===== config.mk =====
export PLATFORM = sky130hd
export DESIGN_NAME = uart_intid
export DESIGN_NICKNAME = d
export VERILOG_FILES = /design/src/rtl/uart_intid_pkg.sv /design/src/rtl/uart_intid_rxsrc.sv /design/src/rtl/uart_intid_txsrc.sv /design/src/rtl/uart_intid_prio.sv /design/src/rtl/uart_intid.sv
export SDC_FILE = /design/constraint.sdc
export NUM_CORES = 1
export LEC_CHECK = 0
export BUFFER_PORTS_ARGS = -buffer_cell sky130_fd_sc_hd__buf_2
export CORE_MARGIN = 2
export CORE_UTILIZATION = 45
export CTS_CLUSTER_SIZE = 14
export DETAILED_ROUTE_END_ITERATION = 10
export HOLD_SLACK_MARGIN = 0.06
export PLACE_DENSITY = 0.74
export SLEW_MARGIN = 20
export SYNTH_ARGS = -nofsm -noshare
export SYNTH_HDL_FRONTEND = slang
export SYNTH_SLANG_ARGS = --single-unit

===== constraint.sdc =====
create_clock -name clk -period 2.03 [get_ports clk]
set_input_delay 0.203 -clock clk [delete_from_list [all_inputs] [get_ports clk]]
set_output_delay 0.203 -clock clk [all_outputs]
set_load 0.02 [all_outputs]

===== src/rtl/uart_intid_pkg.sv =====
package uart_intid_pkg;

  typedef enum logic [3:0] {
    ID_NONE    = 4'b0001,
    ID_LINE    = 4'b0110,
    ID_RXDATA  = 4'b0100,
    ID_TIMEOUT = 4'b1100,
    ID_TXEMPTY = 4'b0010
  } intid_e;

  // pending-source vector order
  localparam int SRC_LINE    = 0;
  localparam int SRC_RXDATA  = 1;
  localparam int SRC_TIMEOUT = 2;
  localparam int SRC_TXEMPTY = 3;
  localparam int NUM_SRC     = 4;

  function automatic int unsigned hold_cycles(input int unsigned char_bits,
                                              input int unsigned clks_per_bit);
    return (char_bits - 1) * clks_per_bit;
  endfunction

  function automatic logic level_reached(input logic [15:0] level,
                                         input logic [15:0] trig);
    return (level != '0) && (level >= trig);
  endfunction

  function automatic intid_e pick_source(input logic [NUM_SRC-1:0] act);
    if (act[SRC_LINE])         return ID_LINE;
    else if (act[SRC_RXDATA])  return ID_RXDATA;
    else if (act[SRC_TIMEOUT]) return ID_TIMEOUT;
    else if (act[SRC_TXEMPTY]) return ID_TXEMPTY;
    else                       return ID_NONE;
  endfunction

endpackage


===== src/rtl/uart_intid_rxsrc.sv =====
module uart_intid_rxsrc #(
  parameter int LVL_W = 5
) (
  input  logic             clk,
  input  logic             rst_n,
  input  logic [3:0]       err_vec,
  input  logic             lsr_rd,
  input  logic [LVL_W-1:0] rx_level,
  input  logic [LVL_W-1:0] rx_trig,
  input  logic             timeout_flag,
  input  logic             rx_push,
  input  logic             rbr_rd,
  output logic             line_pend,
  output logic             rda_act,
  output logic             cto_pend
);
  import uart_intid_pkg::*;

  logic err_any;
  logic rx_activity;
  logic rx_empty;

  assign err_any     = |err_vec;
  assign rx_activity = rbr_rd | rx_push;
  assign rx_empty    = (rx_level == '0);

  // receive data: level comparison, no storage
  assign rda_act = level_reached(16'(rx_level), 16'(rx_trig));

  // line errors: set beats the read clear
  always_ff @(posedge clk or negedge rst_n) begin
    if (!rst_n)       line_pend <= 1'b0;
    else if (err_any) line_pend <= 1'b1;
    else if (lsr_rd)  line_pend <= 1'b0;
  end

  // timeout: FIFO activity or empty FIFO beats a new timeout
  always_ff @(posedge clk or negedge rst_n) begin
    if (!rst_n)                        cto_pend <= 1'b0;
    else if (rx_activity || rx_empty)  cto_pend <= 1'b0;
    else if (timeout_flag)             cto_pend <= 1'b1;
  end

endmodule


===== src/rtl/uart_intid_txsrc.sv =====
module uart_intid_txsrc #(
  parameter int unsigned HOLD = 36
) (
  input  logic clk,
  input  logic rst_n,
  input  logic tx_empty,
  input  logic thr_wr,
  input  logic iir_ack,
  output logic armed,
  output logic thre_pend
);
  localparam int unsigned CW = $clog2(HOLD + 1) + 1;

  logic [CW-1:0] hold_cnt;
  logic          armed_q;
  logic          tx_empty_q;
  logic          thre_set;
  logic          thre_clr;

  assign armed = (hold_cnt == CW'(HOLD));

  always_ff @(posedge clk or negedge rst_n) begin
    if (!rst_n)      hold_cnt <= '0;
    else if (!armed) hold_cnt <= hold_cnt + 1'b1;
  end

  always_ff @(posedge clk or negedge rst_n) begin
    if (!rst_n) begin
      armed_q    <= 1'b0;
      tx_empty_q <= 1'b0;
    end else begin
      armed_q    <= armed;
      tx_empty_q <= tx_empty;
    end
  end

  assign thre_set = armed && tx_empty && (!tx_empty_q || !armed_q);
  assign thre_clr = thr_wr || iir_ack;

  always_ff @(posedge clk or negedge rst_n) begin
    if (!rst_n)        thre_pend <= 1'b0;
    else if (thre_clr) thre_pend <= 1'b0;
    else if (thre_set) thre_pend <= 1'b1;
  end

endmodule


===== src/rtl/uart_intid_prio.sv =====
module uart_intid_prio (
  input  logic [3:0] pend,
  input  logic [3:0] enable,
  output logic [3:0] id,
  output logic [3:0] act
);
  import uart_intid_pkg::*;

  for (genvar g = 0; g < NUM_SRC; g++) begin : g_mask
    assign act[g] = pend[g] & enable[g];
  end

  always_comb id = pick_source(act);

endmodule


===== src/rtl/uart_intid.sv =====
module uart_intid #(
  parameter int          LVL_W        = 5,
  parameter int unsigned CHAR_BITS    = 10,
  parameter int unsigned CLKS_PER_BIT = 4
) (
  input  logic             clk,
  input  logic             rst_n,
  input  logic             en_line,
  input  logic             en_rxdata,
  input  logic             en_timeout,
  input  logic             en_tx,
  input  logic             err_overrun,
  input  logic             err_parity,
  input  logic             err_framing,
  input  logic             err_break,
  input  logic [LVL_W-1:0] rx_level,
  input  logic [LVL_W-1:0] rx_trig,
  input  logic             timeout_flag,
  input  logic             rx_push,
  input  logic             tx_empty,
  input  logic             lsr_rd,
  input  logic             rbr_rd,
  input  logic             iir_rd,
  input  logic             thr_wr,
  output logic [3:0]       int_id,
  output logic             irq
);
  import uart_intid_pkg::*;

  localparam int unsigned HOLD = hold_cycles(CHAR_BITS, CLKS_PER_BIT);

  // named internal events
  logic       line_pend;
  logic       rda_act;
  logic       cto_pend;
  logic       thre_pend;
  logic       thre_armed;
  logic       iir_ack;
  logic [3:0] pend_vec;
  logic [3:0] en_vec;
  logic [3:0] act_vec;

  uart_intid_rxsrc #(.LVL_W(LVL_W)) u_rx (
    .clk         (clk),
    .rst_n       (rst_n),
    .err_vec     ({err_break, err_framing, err_parity, err_overrun}),
    .lsr_rd      (lsr_rd),
    .rx_level    (rx_level),
    .rx_trig     (rx_trig),
    .timeout_flag(timeout_flag),
    .rx_push     (rx_push),
    .rbr_rd      (rbr_rd),
    .line_pend   (line_pend),
    .rda_act     (rda_act),
    .cto_pend    (cto_pend)
  );

  assign iir_ack = iir_rd && (int_id == ID_TXEMPTY);

  uart_intid_txsrc #(.HOLD(HOLD)) u_tx (
    .clk      (clk),
    .rst_n    (rst_n),
    .tx_empty (tx_empty),
    .thr_wr   (thr_wr),
    .iir_ack  (iir_ack),
    .armed    (thre_armed),
    .thre_pend(thre_pend)
  );

  always_comb begin
    pend_vec              = '0;
    pend_vec[SRC_LINE]    = line_pend;
    pend_vec[SRC_RXDATA]  = rda_act;
    pend_vec[SRC_TIMEOUT] = cto_pend;
    pend_vec[SRC_TXEMPTY] = thre_pend;
    en_vec                = '0;
    en_vec[SRC_LINE]      = en_line;
    en_vec[SRC_RXDATA]    = en_rxdata;
    en_vec[SRC_TIMEOUT]   = en_timeout;
    en_vec[SRC_TXEMPTY]   = en_tx;
  end

  uart_intid_prio u_prio (
    .pend  (pend_vec),
    .enable(en_vec),
    .id    (int_id),
    .act   (act_vec)
  );

  assign irq = ~int_id[0];

endmodule


Word level (Yosys, flattened, before mapping)
Cells that the tools add are included.
- register bits after elaboration: 12
- input bits: 27
- output and inout port bits: 5
- add/sub/neg operators: 1
- $lt $le $gt $ge: 1
- equality and inequality tests: 2
- multiplexer cells: 10
- bitwise operators: 6
- reductions and logical operators: 15
- operator list (kind ; count):
    4-bit 2-to-1 mux ; 3
    7-bit by 1-bit adder with 7-bit output, second input constant ; 1
    7-bit by 6-bit == test with 1-bit output, second input constant ; 1
    1-bit 2-to-1 mux ; 6
    2-bit nonzero test ; 3
    5-bit >= comparator ; 1
    5-bit zero test ; 1
    5-bit nonzero test ; 1
    1-bit AND ; 4
    4-bit by 2-bit == test with 1-bit output, second input constant ; 1
    1-bit logical AND ; 4
    4-bit OR reduction ; 1
    1-bit logical OR ; 3
    1-bit zero test ; 2
    2-bit 2-to-1 mux ; 1
    1-bit inverter ; 1
    1-bit bitwise OR ; 1

Depth between registers and ports, before layout
Gate-level depths: netlist of run 1.
- depth after elaboration: 9
- mapped depth: 6
- gate-level depth less buffers: 6

Modules after synthesis
Synthesis of run 1 repeated with hierarchy kept, for this count alone.
- cells, all modules: 75
- area total of the unflattened synthesis: 739.5 µm²
- modules (own cells, without submodules) (module ; instances ; cells an instance ; area an instance (µm²) ; seq. area each (µm²)):
    uart_intid_txsrc ; 1 ; 35 ; 439.2 ; 250.2
    uart_intid_rxsrc ; 1 ; 25 ; 215.2 ; 50.0
    uart_intid_prio ; 1 ; 12 ; 65.1 ; 0.0
    uart_intid ; 1 ; 3 ; 20.0 ; 0.0

Worst setup path after synthesis of run 1
Ideal clock, no wire load.
- kind: in2out
- from: in rx_level[0]
- to: out int_id[2]
- arrival time: 1.385 ns
- path slack: 0.442 ns
- stages on the path: 6
- path buffers: 0
- cells stage by stage: inv_1 > ha_1 > nand2b_1 > a31oi_1 > o21a_1 > o21ai_0
- longest elaborated chain between the ends: 5
- elaborated cells between the ends (all ways): 6
- those cells by class: 1 x order compare; 2 x mux; 1 x bitwise; 2 x reduce/logical
- ends and longest elaborated chain (element ; line ; source):
    start: declaration ; uart_intid.sv:16 ; input logic [LVL_W-1:0] rx_level,
    5-bit >= comparator / 5-bit nonzero test (equally long branches) ; uart_intid_pkg.sv:25 ; return (level != '0) && (level >= trig);
    1-bit logical AND (*) ; uart_intid_pkg.sv:25 ;
    1-bit AND (*) ; uart_intid_prio.sv:10 ; assign act[g] = pend[g] & enable[g];
    4-bit 2-to-1 mux (*) ; uart_intid_pkg.sv:30 ; else if (act[SRC_RXDATA]) return ID_RXDATA;
    4-bit 2-to-1 mux (*) ; uart_intid_pkg.sv:29 ; if (act[SRC_LINE]) return ID_LINE;
    end: declaration ; uart_intid.sv:25 ; output logic [3:0] int_id,
Every way passes the cells marked *; elsewhere a longest branch is shown, timed or not.

Final worst setup path of run 1
- from: in rx_level[2]
- to: out int_id[3]
Same word-level chain as after synthesis.

==> report_table.html, run 1 <==
<table>
<tr><th>Metric</th><th>Value</th></tr>
<tr><th colspan="2">Routing</th></tr>
<tr><td>Count of routing violations after the opening detailed-route iteration</td><td>1</td></tr>
<tr><td>Average vias per placed instance</td><td>5.23</td></tr>
<tr><td>Antenna violation net count after detailed routing</td><td>0</td></tr>
<tr><td>Routed wire length</td><td>1.42 mm</td></tr>
<tr><td>Drt wl/cell</td><td>11.2 um</td></tr>
<tr><td>DR pass1 iterations</td><td>2</td></tr>
<tr><td>Count of unresolved DRC violations after routing</td><td>0</td></tr>
<tr><td>Vias</td><td>664</td></tr>
<tr><th colspan="2">Critical path</th></tr>
<tr><td>Cell with the largest stage delay on the worst path</td><td>sky130_fd_sc_hd__ha_1</td></tr>
<tr><td>Most used cell, CP</td><td>sky130_fd_sc_hd__buf_2</td></tr>
<tr><td>Crit start category</td><td>primary input</td></tr>
<tr><td>Crit path largest cell delay</td><td>0.30 ns</td></tr>
<tr><td>CP bufs+invs</td><td>2</td></tr>
<tr><td>Endpoint class of the critical path</td><td>primary output</td></tr>
<tr><td>Critical path start-end classification</td><td>primary input to primary output</td></tr>
<tr><td>Req. time, crit path</td><td>1.83 ns</td></tr>
<tr><td>Worst endpoint data arrival time</td><td>1.57 ns</td></tr>
<tr><td>Crit path max fanout</td><td>5</td></tr>
<tr><td>Cells along the critical path</td><td>buf_2, ha_1, a21o_1, a31oi_1, o21a_1, o2111a_1, buf_2</td></tr>
<tr><td>Family of cells with the greatest summed delay on the critical path</td><td>compound AO/OA/AOI/OAI gates</td></tr>
<tr><th colspan="2">Yosys</th></tr>
<tr><td>Synth Area per Inst</td><td>10.0 sq um</td></tr>
<tr><td>Synth Area in XOR/XNOR</td><td>7.18%</td></tr>
<tr><td>Proportion of synthesized flip-flops having asynchronous set or reset</td><td>100%</td></tr>
<tr><td>Post-synthesis simple-gate area fraction</td><td>16.1%</td></tr>
<tr><td>Adder-Cell Fraction of Synth Area</td><td>12.0%</td></tr>
<tr><td>Number of synthesized flops with an enable pin</td><td>0</td></tr>
<tr><td>Part of the Yosys area used for sequential elements</td><td>41.0%</td></tr>
<tr><td>Gate count of the mapped netlist</td><td>73</td></tr>
<tr><td>Total standard cell area after synthesis</td><td>732 sq um</td></tr>
<tr><td>Most instantiated flip-flop cell in the synthesis netlist</td><td>sky130_fd_sc_hd__dfrtp_1</td></tr>
<tr><td>Total of warnings raised by yosys</td><td>0</td></tr>
<tr><td>Share of cell area taken by muxes after synthesis</td><td>1.54%</td></tr>
<tr><td>Post-synthesis net count</td><td>107</td></tr>
<tr><td>Combinational family with the most area after synthesis</td><td>compound AO/OA/AOI/OAI gates</td></tr>
<tr><td>Number of storage elements in the synthesis netlist</td><td>12</td></tr>
<tr><td>Compound-gate portion of the synthesized area</td><td>17.6%</td></tr>
<tr><td>Number of distinct standard cells referenced by the synthesized netlist</td><td>29</td></tr>
<tr><th colspan="2">Clock network</th></tr>
<tr><td>PostCTS Resize Cnt</td><td>0</td></tr>
<tr><td>Clock insertion delay at the later pin of the skew report</td><td>0.27 ns</td></tr>
<tr><td>Clock tree root driver cell</td><td>sky130_fd_sc_hd__clkbuf_4</td></tr>
<tr><td>Clock tree from TritonCTS</td><td>built</td></tr>
<tr><td>Number of levels in the clock H-tree</td><td>1</td></tr>
<tr><td>Longest Clk Path Bufs</td><td>2</td></tr>
<tr><td>Number of buffers added by the clock tree synthesis step</td><td>3</td></tr>
<tr><td>Count of hold buffers inserted by post-cts repair</td><td>2</td></tr>
<tr><td>Reg clk slew, reported paths</td><td>0.07 ns</td></tr>
<tr><td>TritonCTS sink count</td><td>12</td></tr>
<tr><td>Postcts setup bufs</td><td>0</td></tr>
<tr><th colspan="2">Floorplanning</th></tr>
<tr><td>Number of ports placed on the die boundary</td><td>32</td></tr>
<tr><td>Overall die width</td><td>44.3 um</td></tr>
<tr><td>Overall die area</td><td>0.00197 sq mm</td></tr>
<tr><td>Die span in y</td><td>44.3 um</td></tr>
<tr><td>Starting utilization of the core area</td><td>48.0%</td></tr>
<tr><td>Number of placement rows</td><td>14</td></tr>
<tr><td>Area of the core region</td><td>0.00152 sq mm</td></tr>
<tr><th colspan="2">Layout</th></tr>
<tr><td>Nets</td><td>146</td></tr>
<tr><td>N_diodes</td><td>0</td></tr>
<tr><td>Fin area</td><td>971 sq um</td></tr>
<tr><td>Fraction of layout instances using a drive strength above 1</td><td>36.0%</td></tr>
<tr><td>Layout Area Growth over Synthesis</td><td>32.6%</td></tr>
<tr><th colspan="2">Global routing</th></tr>
<tr><td>Global routing usage summed across all routing layers</td><td>17.2%</td></tr>
<tr><td>Leftover overflow at the end of global routing</td><td>0</td></tr>
<tr><td>Antenna violations before repair</td><td>0</td></tr>
<tr><td>Number of global-route vias before repair</td><td>644</td></tr>
<tr><td>First-pass GRT wire length</td><td>2.50 mm</td></tr>
<tr><td>Largest net degree at the start of global routing</td><td>13</td></tr>
<tr><th colspan="2">STA</th></tr>
<tr><td>Period Utilization, post-route</td><td>87.4%</td></tr>
<tr><td>Final sum of negative setup slack</td><td>0 ns</td></tr>
<tr><td>Worst setup slack after layout</td><td>0.256 ns</td></tr>
<tr><td>Worst slew margin relative to its limit</td><td>80.0%</td></tr>
<tr><td>Unrepaired setup endpoints after global routing</td><td>no</td></tr>
<tr><td>Minimum clock period</td><td>1.77 ns</td></tr>
<tr><td>Number of failing setup endpoints in the final timing report</td><td>0</td></tr>
<tr><td>Fin. Hold Viols</td><td>0</td></tr>
<tr><td>Final Skew</td><td>0.000995 ns</td></tr>
<tr><td>Final Max Tran Viols</td><td>0</td></tr>
<tr><td>Transition time at the pin with the least slew margin</td><td>0.300 ns</td></tr>
<tr><td>Maximum clock frequency</td><td>564 MHz</td></tr>
<tr><th colspan="2">Flow run</th></tr>
<tr><td>Number of maximum-capacitance violations</td><td>0</td></tr>
<tr><th colspan="2">Placed design</th></tr>
<tr><td>Pre-CTS WS</td><td>0.259 ns</td></tr>
<tr><td>Placed Area</td><td>915 sq um</td></tr>
<tr><td>Final weighted congestion in routability-driven placement</td><td>0.799</td></tr>
<tr><td>Post-detailed-placement half-perimeter wirelength</td><td>1.22 mm</td></tr>
<tr><td># port buffers</td><td>31</td></tr>
<tr><th colspan="2">Power</th></tr>
<tr><td>Pwr Density</td><td>544 mW/mm^2</td></tr>
<tr><td>Peak VDD IR</td><td>0.317 mV</td></tr>
<tr><td>Leak pwr</td><td>0.504 nW</td></tr>
<tr><th colspan="2">Status</th></tr>
<tr><td>Outcome</td><td>finished clean</td></tr>
<tr><th colspan="2">Hold path</th></tr>
<tr><td>Min-Delay Path Class</td><td>primary input to flip-flop</td></tr>
</table>
## power by group
| group | internal, mW | switching, mW | leakage, nW |
|---|---|---|---|
| Combinational | 0.0468 | 0.0503 | 0.340 |
| Clock | 0.109 | 0.0769 | 0.0210 |
| Sequential | 0.242 | 0.00271 | 0.143 |
## flip-flops by register name, indices dropped and copies added (netlist names)
register / flops
u_tx.hold_cnt: 7
u_rx.line_pend: 1
u_tx.thre_pend: 1
u_tx.tx_empty_q: 1
u_tx.armed_q: 1
u_rx.cto_pend: 1
## cells in the mapped netlist, types with 2 or more instances
cell type | number | area share (%)
sky130_fd_sc_hd__xnor2_1 | 5 | 6.0
sky130_fd_sc_hd__o211ai_1 | 2 | 2.1
sky130_fd_sc_hd__nor4_1 | 2 | 1.7
sky130_fd_sc_hd__nand2_1 | 4 | 2.1
sky130_fd_sc_hd__nand3_1 | 5 | 3.4
sky130_fd_sc_hd__ha_1 | 7 | 12
sky130_fd_sc_hd__nand2b_1 | 2 | 1.7
sky130_fd_sc_hd__dfrtp_1 | 12 | 41
sky130_fd_sc_hd__nor2_1 | 3 | 1.5
sky130_fd_sc_hd__a21oi_1 | 3 | 2.1
sky130_fd_sc_hd__inv_1 | 9 | 4.6
sky130_fd_sc_hd__o21ai_0 | 2 | 1.4
## per-stage QoR
stage	total power, mW	cells	hold WS (ns)	util [%]
detailed placement	0.346	121	0.0887	60.0
CTS	0.537	127	0.0815	63.7
floorplan	0.299	73	-0.0926	-
global placement	0.343	121	0.0881	60.0
global route	0.555	127	0.0885	63.7
finish	0.528	127	0.0913	63.7
## layer usage
layer,GRT usage [%],vias to the layer above,part of all wire [%]
met4,5.45,0,0
met1,20.3,300,44
met2,30.9,20,51
met5,0,-,0
met3,3.67,0,4.9
li1,-,344,-
## layout by cell type (no fill, tap or decap), types with 2 or more instances in the layout
cell type	synthesis	routed
sky130_fd_sc_hd__a21oi_1	3	3
sky130_fd_sc_hd__ha_1	7	7
sky130_fd_sc_hd__nand2b_1	2	2
sky130_fd_sc_hd__dfrtp_1	12	12
sky130_fd_sc_hd__nand2_1	4	4
sky130_fd_sc_hd__nor4_1	2	2
sky130_fd_sc_hd__clkbuf_4	0	3
sky130_fd_sc_hd__nand3_1	5	5
sky130_fd_sc_hd__o211ai_1	2	2
sky130_fd_sc_hd__buf_2	0	31
sky130_fd_sc_hd__dlygate4sd3_1	0	2
sky130_fd_sc_hd__nor2_1	3	3
sky130_fd_sc_hd__o21ai_0	2	2
sky130_fd_sc_hd__inv_1	9	9
sky130_fd_sc_hd__xnor2_1	5	5
## layout make-up
class / instances / area (sq um)
tap: 16 / 20.0
multi-input combinational: 52 / 398
sequential: 12 / 300
clock buffer: 4 / 36.3
fill: 133 / 553
inverter: 9 / 33.8
timing repair buffer: 34 / 183
## worst paths after layout
path	startpoint	endpoint	slack [ns]	depth (start not counted)
min	rx_push	u_rx.cto_pend	0.09	2
max	rx_level[2]	int_id[3]	0.26	7
max reg2reg	u_tx.hold_cnt[0]	u_tx.thre_pend	0.39	6
min reg2reg	u_tx.hold_cnt[4]	u_tx.hold_cnt[4]	0.50	1
min in group asynchronous	rst_n	u_tx.hold_cnt[5]	0.33	2
max in group asynchronous	rst_n	u_tx.hold_cnt[3]	1.49	2
## logic make-up (layout without fill, tap and decap cells)
family | count (synthesis) | in the layout
DFF | 12 | 12
AOI/OAI and AO/OA | 17 | 17
muxes | 1 | 1
and+or+nand+nor | 21 | 21
xor gates and xnor gates | 6 | 6
adders and majority gates | 7 | 7
buffers and inverters | 9 | 47
Note: power is estimated with default switching activity, not from simulation.
==> inputs of run 2 (changes only) <==
PLACE_DENSITY = 0.76   (was 0.74)
==> run 2 against run 1 <==
Die area is the same. Register-to-register slack lost 0.02 ns. Hold slack lost 0.0050 ns. Highest routed layer unchanged.
==> report_table.html, run 2 (synthesis gave the netlist of run 1 again) <==
<table>
<tr><th>Metric</th><th>Value</th></tr>
<tr><th colspan="2">Critical path</th></tr>
<tr><td>Cells along the critical path</td><td>buf_2, inv_1, ha_1, nand2b_1, a31oi_1, o21a_1, o2111a_1, buf_2</td></tr>
<tr><td>Worst endpoint data arrival time</td><td>1.59 ns (+0.02 ns)</td></tr>
<tr><td>Crit path largest cell delay</td><td>0.27 ns (-0.03 ns)</td></tr>
<tr><td>Endpoint class of the critical path</td><td>primary output</td></tr>
<tr><td>Critical path start-end classification</td><td>primary input to primary output</td></tr>
<tr><td>Req. time, crit path</td><td>1.83 ns (about the same)</td></tr>
<tr><td>Most used cell, CP</td><td>sky130_fd_sc_hd__buf_2</td></tr>
<tr><td>Crit start category</td><td>primary input</td></tr>
<tr><td>Cell with the largest stage delay on the worst path</td><td>sky130_fd_sc_hd__ha_1</td></tr>
<tr><td>Crit path max fanout</td><td>5 (unchanged)</td></tr>
<tr><td>Setup slack on the worst flop-to-flop path</td><td>0.37 ns (-0.02 ns)</td></tr>
<tr><th colspan="2">Routing</th></tr>
<tr><td>DR pass1 iterations</td><td>5 (+3)</td></tr>
<tr><td>Count of unresolved DRC violations after routing</td><td>0 (unchanged)</td></tr>
<tr><td>Count of routing violations after the opening detailed-route iteration</td><td>8 (+7)</td></tr>
<tr><td>Average vias per placed instance</td><td>5.13 (-1.8%)</td></tr>
<tr><td>Routed wire length</td><td>1.49 mm (+4.9%)</td></tr>
<tr><td>Antenna violation net count after detailed routing</td><td>0 (unchanged)</td></tr>
<tr><td>Drt wl/cell</td><td>11.7 um (+4.9%)</td></tr>
<tr><td>Vias</td><td>652 (-1.8%)</td></tr>
<tr><th colspan="2">Clock network</th></tr>
<tr><td>Reg clk slew, reported paths</td><td>0.07 ns (about the same)</td></tr>
<tr><td>TritonCTS sink count</td><td>12 (unchanged)</td></tr>
<tr><td>PostCTS Resize Cnt</td><td>0 (unchanged)</td></tr>
<tr><td>Longest Clk Path Bufs</td><td>2 (unchanged)</td></tr>
<tr><td>Number of levels in the clock H-tree</td><td>1 (unchanged)</td></tr>
<tr><td>Number of buffers added by the clock tree synthesis step</td><td>3 (unchanged)</td></tr>
<tr><td>Postcts setup bufs</td><td>0 (unchanged)</td></tr>
<tr><td>Clock tree from TritonCTS</td><td>built</td></tr>
<tr><td>Clock tree root driver cell</td><td>sky130_fd_sc_hd__clkbuf_4</td></tr>
<tr><td>Clock insertion delay at the later pin of the skew report</td><td>0.27 ns (about the same)</td></tr>
<tr><th colspan="2">STA</th></tr>
<tr><td>Worst slew margin relative to its limit</td><td>80.4% (+0.40 points)</td></tr>
<tr><td>Minimum clock period</td><td>1.80 ns (+0.0225 ns)</td></tr>
<tr><td>Worst setup slack after layout</td><td>0.234 ns (-0.0225 ns)</td></tr>
<tr><td>Transition time at the pin with the least slew margin</td><td>0.294 ns (-0.00601 ns)</td></tr>
<tr><td>Maximum clock frequency</td><td>557 MHz (-1.3%)</td></tr>
<tr><td>Final Max Tran Viols</td><td>0 (unchanged)</td></tr>
<tr><td>Final Skew</td><td>0.00351 ns (+0.00252 ns)</td></tr>
<tr><td>Final sum of negative setup slack</td><td>0 ns (unchanged)</td></tr>
<tr><td>Period Utilization, post-route</td><td>88.5% (+1.1 points)</td></tr>
<tr><td>Fin. Hold Viols</td><td>0 (unchanged)</td></tr>
<tr><td>Unrepaired setup endpoints after global routing</td><td>no</td></tr>
<tr><td>Number of failing setup endpoints in the final timing report</td><td>0 (unchanged)</td></tr>
<tr><th colspan="2">Placed design</th></tr>
<tr><td>Pre-CTS WS</td><td>0.255 ns (-0.00329 ns)</td></tr>
<tr><td>Post-detailed-placement half-perimeter wirelength</td><td>1.25 mm (+1.8%)</td></tr>
<tr><td>Placed Area</td><td>915 sq um (unchanged)</td></tr>
<tr><td># port buffers</td><td>31 (unchanged)</td></tr>
<tr><td>Final weighted congestion in routability-driven placement</td><td>0.804 (+0.60%)</td></tr>
<tr><th colspan="2">Layout</th></tr>
<tr><td>Top library cells by usage in the layout, fill and taps aside</td><td>sky130_fd_sc_hd__buf_2, sky130_fd_sc_hd__dfrtp_1, sky130_fd_sc_hd__inv_1</td></tr>
<tr><td>Most frequent standard cell in the layout excluding fill and tap cells</td><td>sky130_fd_sc_hd__buf_2</td></tr>
<tr><td>Max reg flops</td><td>7 (unchanged)</td></tr>
<tr><td>N_diodes</td><td>0 (unchanged)</td></tr>
<tr><td>Post-layout utilization of the core</td><td>63.7% (unchanged)</td></tr>
<tr><td>Fin area</td><td>971 sq um (unchanged)</td></tr>
<tr><td>Register with the most flip-flops</td><td>u_tx.hold_cnt</td></tr>
<tr><td>Final-layout fill cell count</td><td>136 (+2.3%)</td></tr>
<tr><td>Nets</td><td>146 (unchanged)</td></tr>
<tr><td>Fraction of layout instances using a drive strength above 1</td><td>36.0% (unchanged)</td></tr>
<tr><td>Layout Area Growth over Synthesis</td><td>32.6% (unchanged)</td></tr>
<tr><th colspan="2">Status</th></tr>
<tr><td>Outcome</td><td>finished clean</td></tr>
<tr><th colspan="2">Power</th></tr>
<tr><td>Sequential fraction of design power</td><td>46.8% (+0.4 points)</td></tr>
<tr><td>Combinational power share</td><td>18.6% (+0.2 points)</td></tr>
<tr><td>Psw</td><td>0.126 mW (-3.1%)</td></tr>
<tr><td>Switching portion of total power</td><td>24.0% (-0.59 points)</td></tr>
<tr><td>Cell internal pwr</td><td>0.399 mW (about the same)</td></tr>
<tr><td>Peak VDD IR</td><td>0.503 mV (+58%)</td></tr>
<tr><td>Leak pwr</td><td>0.504 nW (unchanged)</td></tr>
<tr><td>Pwr Density</td><td>540 mW/mm^2 (-0.70%)</td></tr>
<tr><td>Clock share of power</td><td>34.6% (-0.6 points)</td></tr>
<tr><th colspan="2">Floorplanning</th></tr>
<tr><td>Starting utilization of the core area</td><td>48.0% (unchanged)</td></tr>
<tr><td>Number of ports placed on the die boundary</td><td>32 (unchanged)</td></tr>
<tr><td>Die span in y</td><td>44.3 um (unchanged)</td></tr>
<tr><td>Overall die area</td><td>0.00197 sq mm (unchanged)</td></tr>
<tr><td>Overall die width</td><td>44.3 um (unchanged)</td></tr>
<tr><td>Number of placement rows</td><td>14 (unchanged)</td></tr>
<tr><td>Area of the core region</td><td>0.00152 sq mm (unchanged)</td></tr>
<tr><th colspan="2">Hold path</th></tr>
<tr><td>Min-Delay Path Class</td><td>primary input to flip-flop</td></tr>
<tr><th colspan="2">Global routing</th></tr>
<tr><td>First-pass GRT wire length</td><td>2.40 mm (-4.1%)</td></tr>
<tr><td>Antenna violations before repair</td><td>0 (unchanged)</td></tr>
<tr><td>Global routing usage summed across all routing layers</td><td>16.9% (-0.27 points)</td></tr>
<tr><td>Largest net degree at the start of global routing</td><td>13 (unchanged)</td></tr>
<tr><td>Number of global-route vias before repair</td><td>619 (-3.9%)</td></tr>
<tr><td>Leftover overflow at the end of global routing</td><td>0 (unchanged)</td></tr>
<tr><th colspan="2">Flow run</th></tr>
<tr><td>Number of maximum-capacitance violations</td><td>0 (unchanged)</td></tr>
</table>
run 2: power by group through the flow:
| stage | Clock [mW] | Sequential, mW | Combinational (mW) |
|---|---|---|---|
| 2_1_floorplan | 0 | 0.249 | 0.0498 |
| 3_3_place_gp | 0 | 0.250 | 0.0929 |
| 3_5_place_dp | 0 | 0.250 | 0.0953 |
| 4_1_cts | 0.191 | 0.245 | 0.0989 |
| 5_1_grt | 0.200 | 0.246 | 0.111 |
| 6_report | 0.182 | 0.245 | 0.0973 |
run 2: worst paths after layout:
path	from	end	depth (start not counted)
hold / removal	rbr_rd	u_rx.cto_pend	2
hold reg to reg	u_tx.hold_cnt[4]	u_tx.hold_cnt[4]	1
setup reg to reg	u_tx.hold_cnt[0]	u_tx.thre_pend	6
min in group asynchronous	rst_n	u_rx.line_pend	2
setup / recovery	rx_level[0]	int_id[3]	8
max in group asynchronous	rst_n	u_tx.hold_cnt[2]	2
run 2: per-layer routing:
metal | up-vias | global-route usage, % | routed length (um)
met2 | 27 | 30.9 | 725
met1 | 286 | 18.4 | 655
met4 | 0 | 1.82 | 0
met3 | 0 | 7.76 | 107
met5 | - | 0 | 0
li1 | 339 | - | -
run 2: area by class of cell:
| type | count | area (sq um) | share of cell area [%] |
|---|---|---|---|
| flip-flops and latches | 12 | 300 | 30.9 |
| repair buffers | 34 | 183 | 18.8 |
| inverters | 9 | 33.8 | 3.48 |
| clock buffers | 4 | 36.3 | 3.74 |
| well taps | 16 | 20.0 | 2.06 |
| multi-input cells | 52 | 398 | 41.0 |
run 2: critical path, delay by kind of cell:
family,cells,cell delay (ns)
adders and majority gates,1,0.27
and+or+nand+nor,1,0.14
buffers and inverters,3,0.30
AOI/OAI and AO/OA,3,0.68
run 2: timing repair:
item / in CTS / in global routing
endpoints found under the setup margin: 0 / 0
hold buffers: 2 / 0
hold endpoints to repair: 13 / 0
run 2: stage by stage:
stage / power (mW) / instances / hold WS [ns]
after CTS: 0.535 / 127 / 0.0768
after floorplan: 0.299 / 73 / -0.0926
after detailed placement: 0.346 / 121 / 0.0891
after global routing: 0.556 / 127 / 0.0674
after global placement: 0.343 / 121 / 0.0874
final: 0.524 / 127 / 0.0862
